===== src/rtl/dual_issue_pkg.sv =====
// Shared types for the two-slot packet front end.
// Assumes: instruction class is decided from the upper opcode bits only.
package dual_issue_pkg;

    // Class of one instruction slot
    typedef enum logic [1:0] {
        CLS_NOP = 2'd0,
        CLS_ALU = 2'd1,
        CLS_MEM = 2'd2,
        CLS_BAD = 2'd3
    } slot_class_e;

    localparam int NUM_SLOTS = 2;

endpackage


===== src/rtl/slot_classifier.sv =====
// Classifies a single instruction word into nop, arithmetic/branch,
// load/store or reserved.
// Assumes: all-zero word is the nop; bits[top:top-1]=10 is load/store;
// bits[top:top-2]=111 is reserved; anything else is arithmetic/branch.
module slot_classifier
    import dual_issue_pkg::*;
#(
    parameter int XLEN = 32
) (
    input  logic [XLEN-1:0] instr,
    output slot_class_e     cls
);

    localparam int TOP = XLEN - 1;

    // Decode the class from the opcode field
    always_comb begin
        if (instr == '0)
            cls = CLS_NOP;
        else if (instr[TOP -: 2] == 2'b10)
            cls = CLS_MEM;
        else if (instr[TOP -: 3] == 3'b111)
            cls = CLS_BAD;
        else
            cls = CLS_ALU;
    end

endmodule


===== src/rtl/fetch_pc.sv =====
// Program counter for packet fetch: steps by one packet, reloads on a
// redirect, freezes on stall or on a misaligned address.
// Assumes: redirect outranks stall; a misaligned PC is held until a redirect.
module fetch_pc #(
    parameter int XLEN = 32
) (
    input  logic            clk,
    input  logic            rst_n,
    input  logic            stall,
    input  logic            redirect_valid,
    input  logic [XLEN-1:0] redirect_target,
    output logic [XLEN-1:0] pc,
    output logic            pc_misaligned
);

    localparam int PKT_BYTES  = (2 * XLEN) / 8;
    localparam int ALIGN_BITS = $clog2(PKT_BYTES);

    // Flag an address that is not on a packet boundary
    always_comb pc_misaligned = (pc[ALIGN_BITS-1:0] != '0);

    // Advance, reload or hold the program counter
    always_ff @(posedge clk) begin
        if (!rst_n)
            pc <= '0;
        else if (redirect_valid)
            pc <= redirect_target;
        else if (stall || pc_misaligned)
            pc <= pc;
        else
            pc <= pc + XLEN'(PKT_BYTES);
    end

endmodule


===== src/rtl/issue_regs.sv =====
// Lane output registers and issue counter. Checks slot classes by
// position, suppresses nops, squashes illegal or misaligned packets.
// Assumes: no dependence checking of any kind; the compiler guarantees it.
module issue_regs
    import dual_issue_pkg::*;
#(
    parameter int XLEN  = 32,
    parameter int CNT_W = 16
) (
    input  logic              clk,
    input  logic              rst_n,
    input  logic              stall,
    input  logic              redirect_valid,
    input  logic              pc_misaligned,
    input  logic [XLEN-1:0]   pc,
    input  logic [2*XLEN-1:0] packet,
    input  slot_class_e       cls0,
    input  slot_class_e       cls1,
    output logic              alu_valid,
    output logic [XLEN-1:0]   alu_instr,
    output logic              mem_valid,
    output logic [XLEN-1:0]   mem_instr,
    output logic [XLEN-1:0]   issue_pc,
    output logic              illegal_pkt,
    output logic              misalign,
    output logic [CNT_W-1:0]  issue_count
);

    logic slot0_ok;
    logic slot1_ok;
    logic pkt_legal;
    logic nxt_alu_v;
    logic nxt_mem_v;

    // Positional legality and next-cycle lane valids
    always_comb begin
        slot0_ok  = (cls0 == CLS_NOP) || (cls0 == CLS_ALU);
        slot1_ok  = (cls1 == CLS_NOP) || (cls1 == CLS_MEM);
        pkt_legal = slot0_ok && slot1_ok;
        nxt_alu_v = !pc_misaligned && pkt_legal && (cls0 == CLS_ALU);
        nxt_mem_v = !pc_misaligned && pkt_legal && (cls1 == CLS_MEM);
    end

    // Load, clear or hold the lane registers and counter
    always_ff @(posedge clk) begin
        if (!rst_n) begin
            alu_valid   <= 1'b0;
            mem_valid   <= 1'b0;
            alu_instr   <= '0;
            mem_instr   <= '0;
            issue_pc    <= '0;
            illegal_pkt <= 1'b0;
            misalign    <= 1'b0;
            issue_count <= '0;
        end else if (redirect_valid) begin
            alu_valid   <= 1'b0;
            mem_valid   <= 1'b0;
            alu_instr   <= '0;
            mem_instr   <= '0;
            illegal_pkt <= 1'b0;
            misalign    <= 1'b0;
        end else if (!stall) begin
            alu_valid   <= nxt_alu_v;
            mem_valid   <= nxt_mem_v;
            alu_instr   <= pc_misaligned ? '0 : packet[XLEN-1:0];
            mem_instr   <= pc_misaligned ? '0 : packet[2*XLEN-1:XLEN];
            issue_pc    <= pc;
            illegal_pkt <= !pc_misaligned && !pkt_legal;
            misalign    <= pc_misaligned;
            issue_count <= issue_count + CNT_W'(nxt_alu_v) + CNT_W'(nxt_mem_v);
        end
    end

endmodule


===== src/rtl/dual_issue_front.sv =====
// Top of the two-slot packet front end: program counter, one class
// decoder per slot, and the lane output stage.
// Assumes: imem_rdata answers imem_addr combinationally in the same cycle.
module dual_issue_front
    import dual_issue_pkg::*;
#(
    parameter int XLEN  = 32,
    parameter int CNT_W = 16
) (
    input  logic              clk,
    input  logic              rst_n,
    input  logic              stall,
    input  logic              redirect_valid,
    input  logic [XLEN-1:0]   redirect_target,
    output logic [XLEN-1:0]   imem_addr,
    input  logic [2*XLEN-1:0] imem_rdata,
    output logic              alu_valid,
    output logic [XLEN-1:0]   alu_instr,
    output logic              mem_valid,
    output logic [XLEN-1:0]   mem_instr,
    output logic [XLEN-1:0]   issue_pc,
    output logic              illegal_pkt,
    output logic              misalign,
    output logic [CNT_W-1:0]  issue_count
);

    logic [XLEN-1:0] pc;
    logic            pc_misaligned;
    slot_class_e     slot_cls [NUM_SLOTS];

    fetch_pc #(.XLEN(XLEN)) u_pc (
        .clk             (clk),
        .rst_n           (rst_n),
        .stall           (stall),
        .redirect_valid  (redirect_valid),
        .redirect_target (redirect_target),
        .pc              (pc),
        .pc_misaligned   (pc_misaligned)
    );

    // One classifier per packet slot
    for (genvar g = 0; g < NUM_SLOTS; g++) begin : g_slot
        slot_classifier #(.XLEN(XLEN)) u_cls (
            .instr (imem_rdata[g*XLEN +: XLEN]),
            .cls   (slot_cls[g])
        );
    end

    issue_regs #(.XLEN(XLEN), .CNT_W(CNT_W)) u_issue (
        .clk            (clk),
        .rst_n          (rst_n),
        .stall          (stall),
        .redirect_valid (redirect_valid),
        .pc_misaligned  (pc_misaligned),
        .pc             (pc),
        .packet         (imem_rdata),
        .cls0           (slot_cls[0]),
        .cls1           (slot_cls[1]),
        .alu_valid      (alu_valid),
        .alu_instr      (alu_instr),
        .mem_valid      (mem_valid),
        .mem_instr      (mem_instr),
        .issue_pc       (issue_pc),
        .illegal_pkt    (illegal_pkt),
        .misalign       (misalign),
        .issue_count    (issue_count)
    );

    // Drive the fetch port from the program counter
    always_comb imem_addr = pc;

endmodule


===== config.mk =====
export PLATFORM = sky130hd
export DESIGN_NAME = dual_issue_front
export DESIGN_NICKNAME = d
export VERILOG_FILES = /design/src/rtl/dual_issue_pkg.sv /design/src/rtl/slot_classifier.sv /design/src/rtl/fetch_pc.sv /design/src/rtl/issue_regs.sv /design/src/rtl/dual_issue_front.sv
export SDC_FILE = /design/constraint.sdc
export NUM_CORES = 1
export LEC_CHECK = 0
export ABC_CLOCK_PERIOD_IN_PS = 4000
export BUFFER_PORTS_ARGS = -buffer_cell sky130_fd_sc_hd__buf_2
export CAP_MARGIN = 40
export CORE_MARGIN = 1
export CORE_UTILIZATION = 35
export CTS_CLUSTER_SIZE = 24
export DETAILED_ROUTE_END_ITERATION = 10
export GPL_ROUTABILITY_DRIVEN = 0
export PLACE_DENSITY_LB_ADDON = 0.12
export SYNTH_ARGS = -nofsm -noshare
export SYNTH_HDL_FRONTEND = slang
export SYNTH_SLANG_ARGS = --single-unit

===== constraint.sdc =====
create_clock -name clk -period 4 [get_ports clk]
set_input_delay 0.8 -clock clk [delete_from_list [all_inputs] [get_ports clk]]
set_output_delay 0.8 -clock clk [all_outputs]
set_load 0.03 [all_outputs]

# [After elaboration in Yosys (flattened, before gate mapping)]
# Index checks and enable logic that the tools add are counted.
# Widths: inputs -> output; s select.
[totals] ff_bits=148 inputBits=100 output_inout_bits=148 wordCells=49
[op_classes] addsub=3 n_eq_ne=7 mux=10 n_bitwise=3 reduce_logical=17
[ops] cell="$mux 32" count=4
[ops] cell="$logic_not 32->1" count=2
[ops] cell="$add 16x1->16" count=2
[ops] cell="$add 32x4->32 const B" count=1
[ops] cell="$mux 2" count=6
[ops] cell="$eq 2x2->1 const B" count=3
[ops] cell="$eq 3x3->1 const B" count=2
[ops] cell="$logic_and 1x1->1" count=5
[ops] cell="$logic_not 2->1" count=2
[ops] cell="$logic_or 1x1->1" count=3
[ops] cell="$not 1->1" count=3
[ops] cell="$reduce_bool 3->1" count=1
[ops] cell="$eq 2x1->1 const B" count=1
[ops] cell="$logic_not 1->1" count=2
[ops] cell="$ne 2x2->1 const B" count=1
[ops] cell="$reduce_and 2->1" count=1
[ops] cell="$reduce_or 2->1" count=1

# [Logic depth before layout (Yosys ltp)]
[logic_depth] ltp_word=11 depth_mapped=11 ltp_nobuf=11

# [By module]
# From an unflattened synthesis, not the netlist that was laid out.
[hier_totals] hier_cells=702 hier_area_um2=6062.1
[by_module_without_submodules] module="issue_regs" instances=1 cells_per_inst=459 area_per_inst_um2=4087.7 seq_area_each_um2=2322.2
[by_module_without_submodules] module="fetch_pc" instances=1 cells_per_inst=217 area_per_inst_um2=1796.7 seq_area_each_um2=640.6
[by_module_without_submodules] module="slot_classifier" instances=2 cells_per_inst=13 area_per_inst_um2=88.8 seq_area_each_um2=0.0

# [Worst setup path after synthesis]
# OpenSTA, ideal clock, no wires.
[synth_timing] kind="input-to-reg" from="in imem_rdata[39]" to="reg u_issue.issue_count[15]" setup_ns=0.071 arrival_ns=3.225 t_required_ns=3.929 setup_slack_ns=0.704 cell_stages=10 path_buffers=1 path_cell_list="nor4_1 -> nand4_1 -> o21a_1 -> or3_1 -> fa_1 -> nand2b_1 -> or2_1 -> buf_6 -> or4_1 -> a21oi_1"
[synth_via] elab_chain_len=9 elab_cells_between_ends=11 cone_classes="add/sub (2); eq/ne (1); mux (1); reduce/logical (7)"
[synth_rtl] element="start: declaration" line="dual_issue_front.sv:16" text="input logic [2*XLEN-1:0] imem_rdata,"
[synth_rtl] element="$logic_not 32->1 (*)" line="slot_classifier.sv:18" text="if (instr == '0)"
[synth_rtl] element="$mux 2 (*)" line="slot_classifier.sv:18"
[synth_rtl] element="$eq 2x2->1 or $logic_not 2->1 (tied branches)" line="issue_regs.sv:38, issue_regs.sv:41"
[synth_rtl] element="$logic_or 1x1->1" line="issue_regs.sv:38" text="slot1_ok = (cls1 == CLS_NOP) || (cls1 == CLS_MEM);"
[synth_rtl] element="$logic_and 1x1->1" line="issue_regs.sv:39" text="pkt_legal = slot0_ok && slot1_ok;"
[synth_rtl] element="$logic_and 1x1->1" line="issue_regs.sv:40, issue_regs.sv:41"
[synth_rtl] element="$logic_and 1x1->1" line="issue_regs.sv:40" text="nxt_alu_v = !pc_misaligned && pkt_legal && (cls0 == CLS_ALU);"
[synth_rtl] element="$add 16x1->16" line="issue_regs.sv:70" text="issue_count <= issue_count + CNT_W'(nxt_alu_v) + CNT_W'(nxt_mem_v);"
[synth_rtl] element="$add 16x1->16 (*)" line="issue_regs.sv:70"
[synth_rtl] element="end signal: assignment" line="issue_regs.sv:70"
[synth_rtl] element="end: declaration" line="issue_regs.sv:26" text="output logic [CNT_W-1:0] issue_count"
# Mark *: on every way between the ends. The rest lies on a longest branch, timed or not.
# A chain may end at the register's enable or synchronous reset.

# [Worst setup path in the final report]
[layout_timing] from="in imem_rdata[40]" to="reg u_issue.issue_count[15]"
# Same word-level chain as after synthesis.

==> metrics <==
status=finished, final reports clean; largest net degree at the start of global routing=73; Slew @ Worst Pin=about 0.76 ns; n_diodes=0; Post-Synthesis Cells=around 740; number of global-route vias before repair=just under 6000; # setup viols final=0; WS Path Type=input port to flop; # IOs=248; reg2reg start=u_pc.pc[0]; core area=0.0173 sq mm; post_cts resized=0; area grow syn2layout=31.9%; final hold vios=0; hpwl dp=13.4 mm; relative slew slack=49.1%; postcts setup bufs=0; mapped cell area=roughly 0.0062 sq mm; total wire length=around 20 mm; r2r setup slk=0.77 ns; Critical Path End=u_issue.issue_count[15]; initial antenna violation count=0; CTS Hold Bufs=0; All-Layer GR Usage=21.5%; Worst VDD drop=around 0.30 mV; sequential cell area fraction in the yosys report=47.7%; clock sink count=148; Cell Pwr Density=436 mW/mm^2; Tmin final=3.41 ns; drt first-iter violations=between 400 and 500; syn_area_per_cell=8.44 sq um; Synth top area share=between 40 and 50%; cell taking the most area after synthesis=dfxtp_1; FFs w/ async S/R, synth=0%; period utilisation layout=85.2%; layout cells sized above 1=30.9%; Seq cells post-synth=between 100 and 150; worst slack, placed=roughly 0.17 ns; Vias=6239; Reg clk slew, reported paths=0.06 ns; top cells by area, synth=dfxtp_1 48%, a22oi_1 7.9%, nand2_1 5.9%; Worst EP arrival=3.76 ns; Final #Nets=approximately 1100; WP data required=4.35 ns; via density per instance=around 5.2; synth warn=0; H-tree Lvls=4; DIE WIDTH=135 microns; commonest non-fill, non-tap cells in the layout=247 x buf_2, 148 x dfxtp_1, 96 x nand2_1; RR Endpoint=u_issue.issue_count[15]; die height=135 microns; first-pass GRT wire length=30.9 mm; most used flip-flop cell after synthesis=dfxtp_1; critical path capture point type=flop; Util after Layout=47.4%; port bufs=approximately 250; Setup crit start=imem_rdata[40]; CTS tree=yes; pins over their slew limit=0; Max Cap Violations=0; wire per inst=between 15 and 20 microns; antenna-violating nets left=0; DP Cell Count=1160; most common cell after layout, fill and taps aside=buf_2; number of remaining DRC errors=0; RSZ-0062 raised after global routing=false; Max Freq=about 0.3 GHz; Leakage=3.50 nW; clk_lat worst skew=0.42 ns; Mapped Nets=839; fin area=0.00820 sq mm; Total Negative Setup Slacks=0 ns; Inserted Clock Buffers=17; cells on worst reg2reg path=8; num rows=48; number of enable flip-flop cells after synthesis=0; clock root buffer=clkbuf_16; slack of the critical path=0.590 ns; Starting Density=between 30% and 40%; clock tree buffer depth=2; Setup Skew=slightly above 0.01 ns; distinct cell type count after synthesis=53; grt ovf=0; post-place instance area=0.00761 sq mm; count of TritonRoute iterations in the first routing pass=5; non-filler cells, final=approximately 1200; Max FO, Critical Path=9; die area=between 0.015 and 0.02 sq mm; Worst setup SP type=input port; worst hold path type=flop to flop
[state kept, by name (all words and copies together), names as in the netlist]
name and count:
u_issue.alu_instr 32, u_issue.mem_valid 1, u_pc.pc 32, u_issue.misalign 1, u_issue.illegal_pkt 1, u_issue.mem_instr 32, u_issue.issue_pc 32, u_issue.issue_count 16
u_issue.alu_valid 1
[power breakdown]
part | leakage [nW] | internal [mW] | switching (mW)
combinational | 2.02 | 0.145 | 0.289
sequential | 1.20 | 1.52 | 0.0549
clock | 0.272 | 0.913 | 0.651
[cells in the mapped netlist (all sizes together), types with 9 or more instances]
master  count
nand3      11
nor3       11
clkbuf     38
and3        9
or3        11
or4        12
inv         9
a21oi      55
buf        22
nand4      23
nor2       91
o21ai      19
dfxtp     148
nor4       22
a22oi      65
nand2      97
o211ai     12
[area by class of cell]
class | instances | area, sq um
Fill cell | 1751 | 9100
Sequential cell | 148 | 2960
Timing Repair Buffer | 259 | 1340
Multi-Input combinational cell | 519 | 2990
Clock buffer | 20 | 467
Inverter | 9 | 33.8
Tap cell | 225 | 282
Clock inverter | 12 | 120
[worst min-delay path by stage]
stage | startpoint | end | slack [ns] | cells after the start
global placement | u_issue.issue_pc[18] | u_issue.issue_pc[18] | 0.44 | 2
CTS | u_issue.issue_pc[27] | u_issue.issue_pc[27] | 0.45 | 2
finish | u_issue.issue_pc[15] | u_issue.issue_pc[15] | 0.45 | 2
detailed placement | u_issue.issue_pc[27] | u_issue.issue_pc[27] | 0.44 | 2
global route | u_issue.issue_pc[20] | u_issue.issue_pc[20] | 0.47 | 2
floorplan | u_issue.issue_pc[0] | u_issue.issue_pc[0] | 0.58 | 2
[critical path: stages]
cell	delay (ns)
buf_2	0.11
nor4_1	0.40
nand4_1	0.22
o21a_1	0.24
or3_1	0.40
fa_1	0.42
nand2b_1	0.19
or2_1	0.33
or4_1	0.50
a21oi_1	0.15
[cell families (layout without fill, tap and decap cells)]
logic type | count (synthesis) | in the layout | synth area share, %
flops | 148 | 148 | 47.7
fa+ha+maj | 3 | 3 | 0.725
simple gates | 310 | 310 | 24.2
compound gates | 187 | 187 | 20.1
xor+xnor | 15 | 15 | 2.11
buf+inv | 69 | 300 | 4.53
mux | 4 | 4 | 0.644
[metal layers]
layer	vias to the layer above	global-route usage (%)	wire length, microns
met5	-	0	0
met4	0	7.43	300
met3	18	6.51	1560
met2	233	35.2	9140
met1	2873	26.8	8570
li1	3115	-	-
[through the flow]
| stage | power (mW) | hold WS (ns) |
|---|---|---|
| floorplan | 1.87 | 0.583 |
| global placement | 2.05 | 0.441 |
| detailed placement | 2.05 | 0.443 |
| CTS | 3.63 | 0.453 |
| global route | 3.73 | 0.469 |
| finish | 3.58 | 0.449 |
No activity file was read; power rests on OpenSTA's default activity.
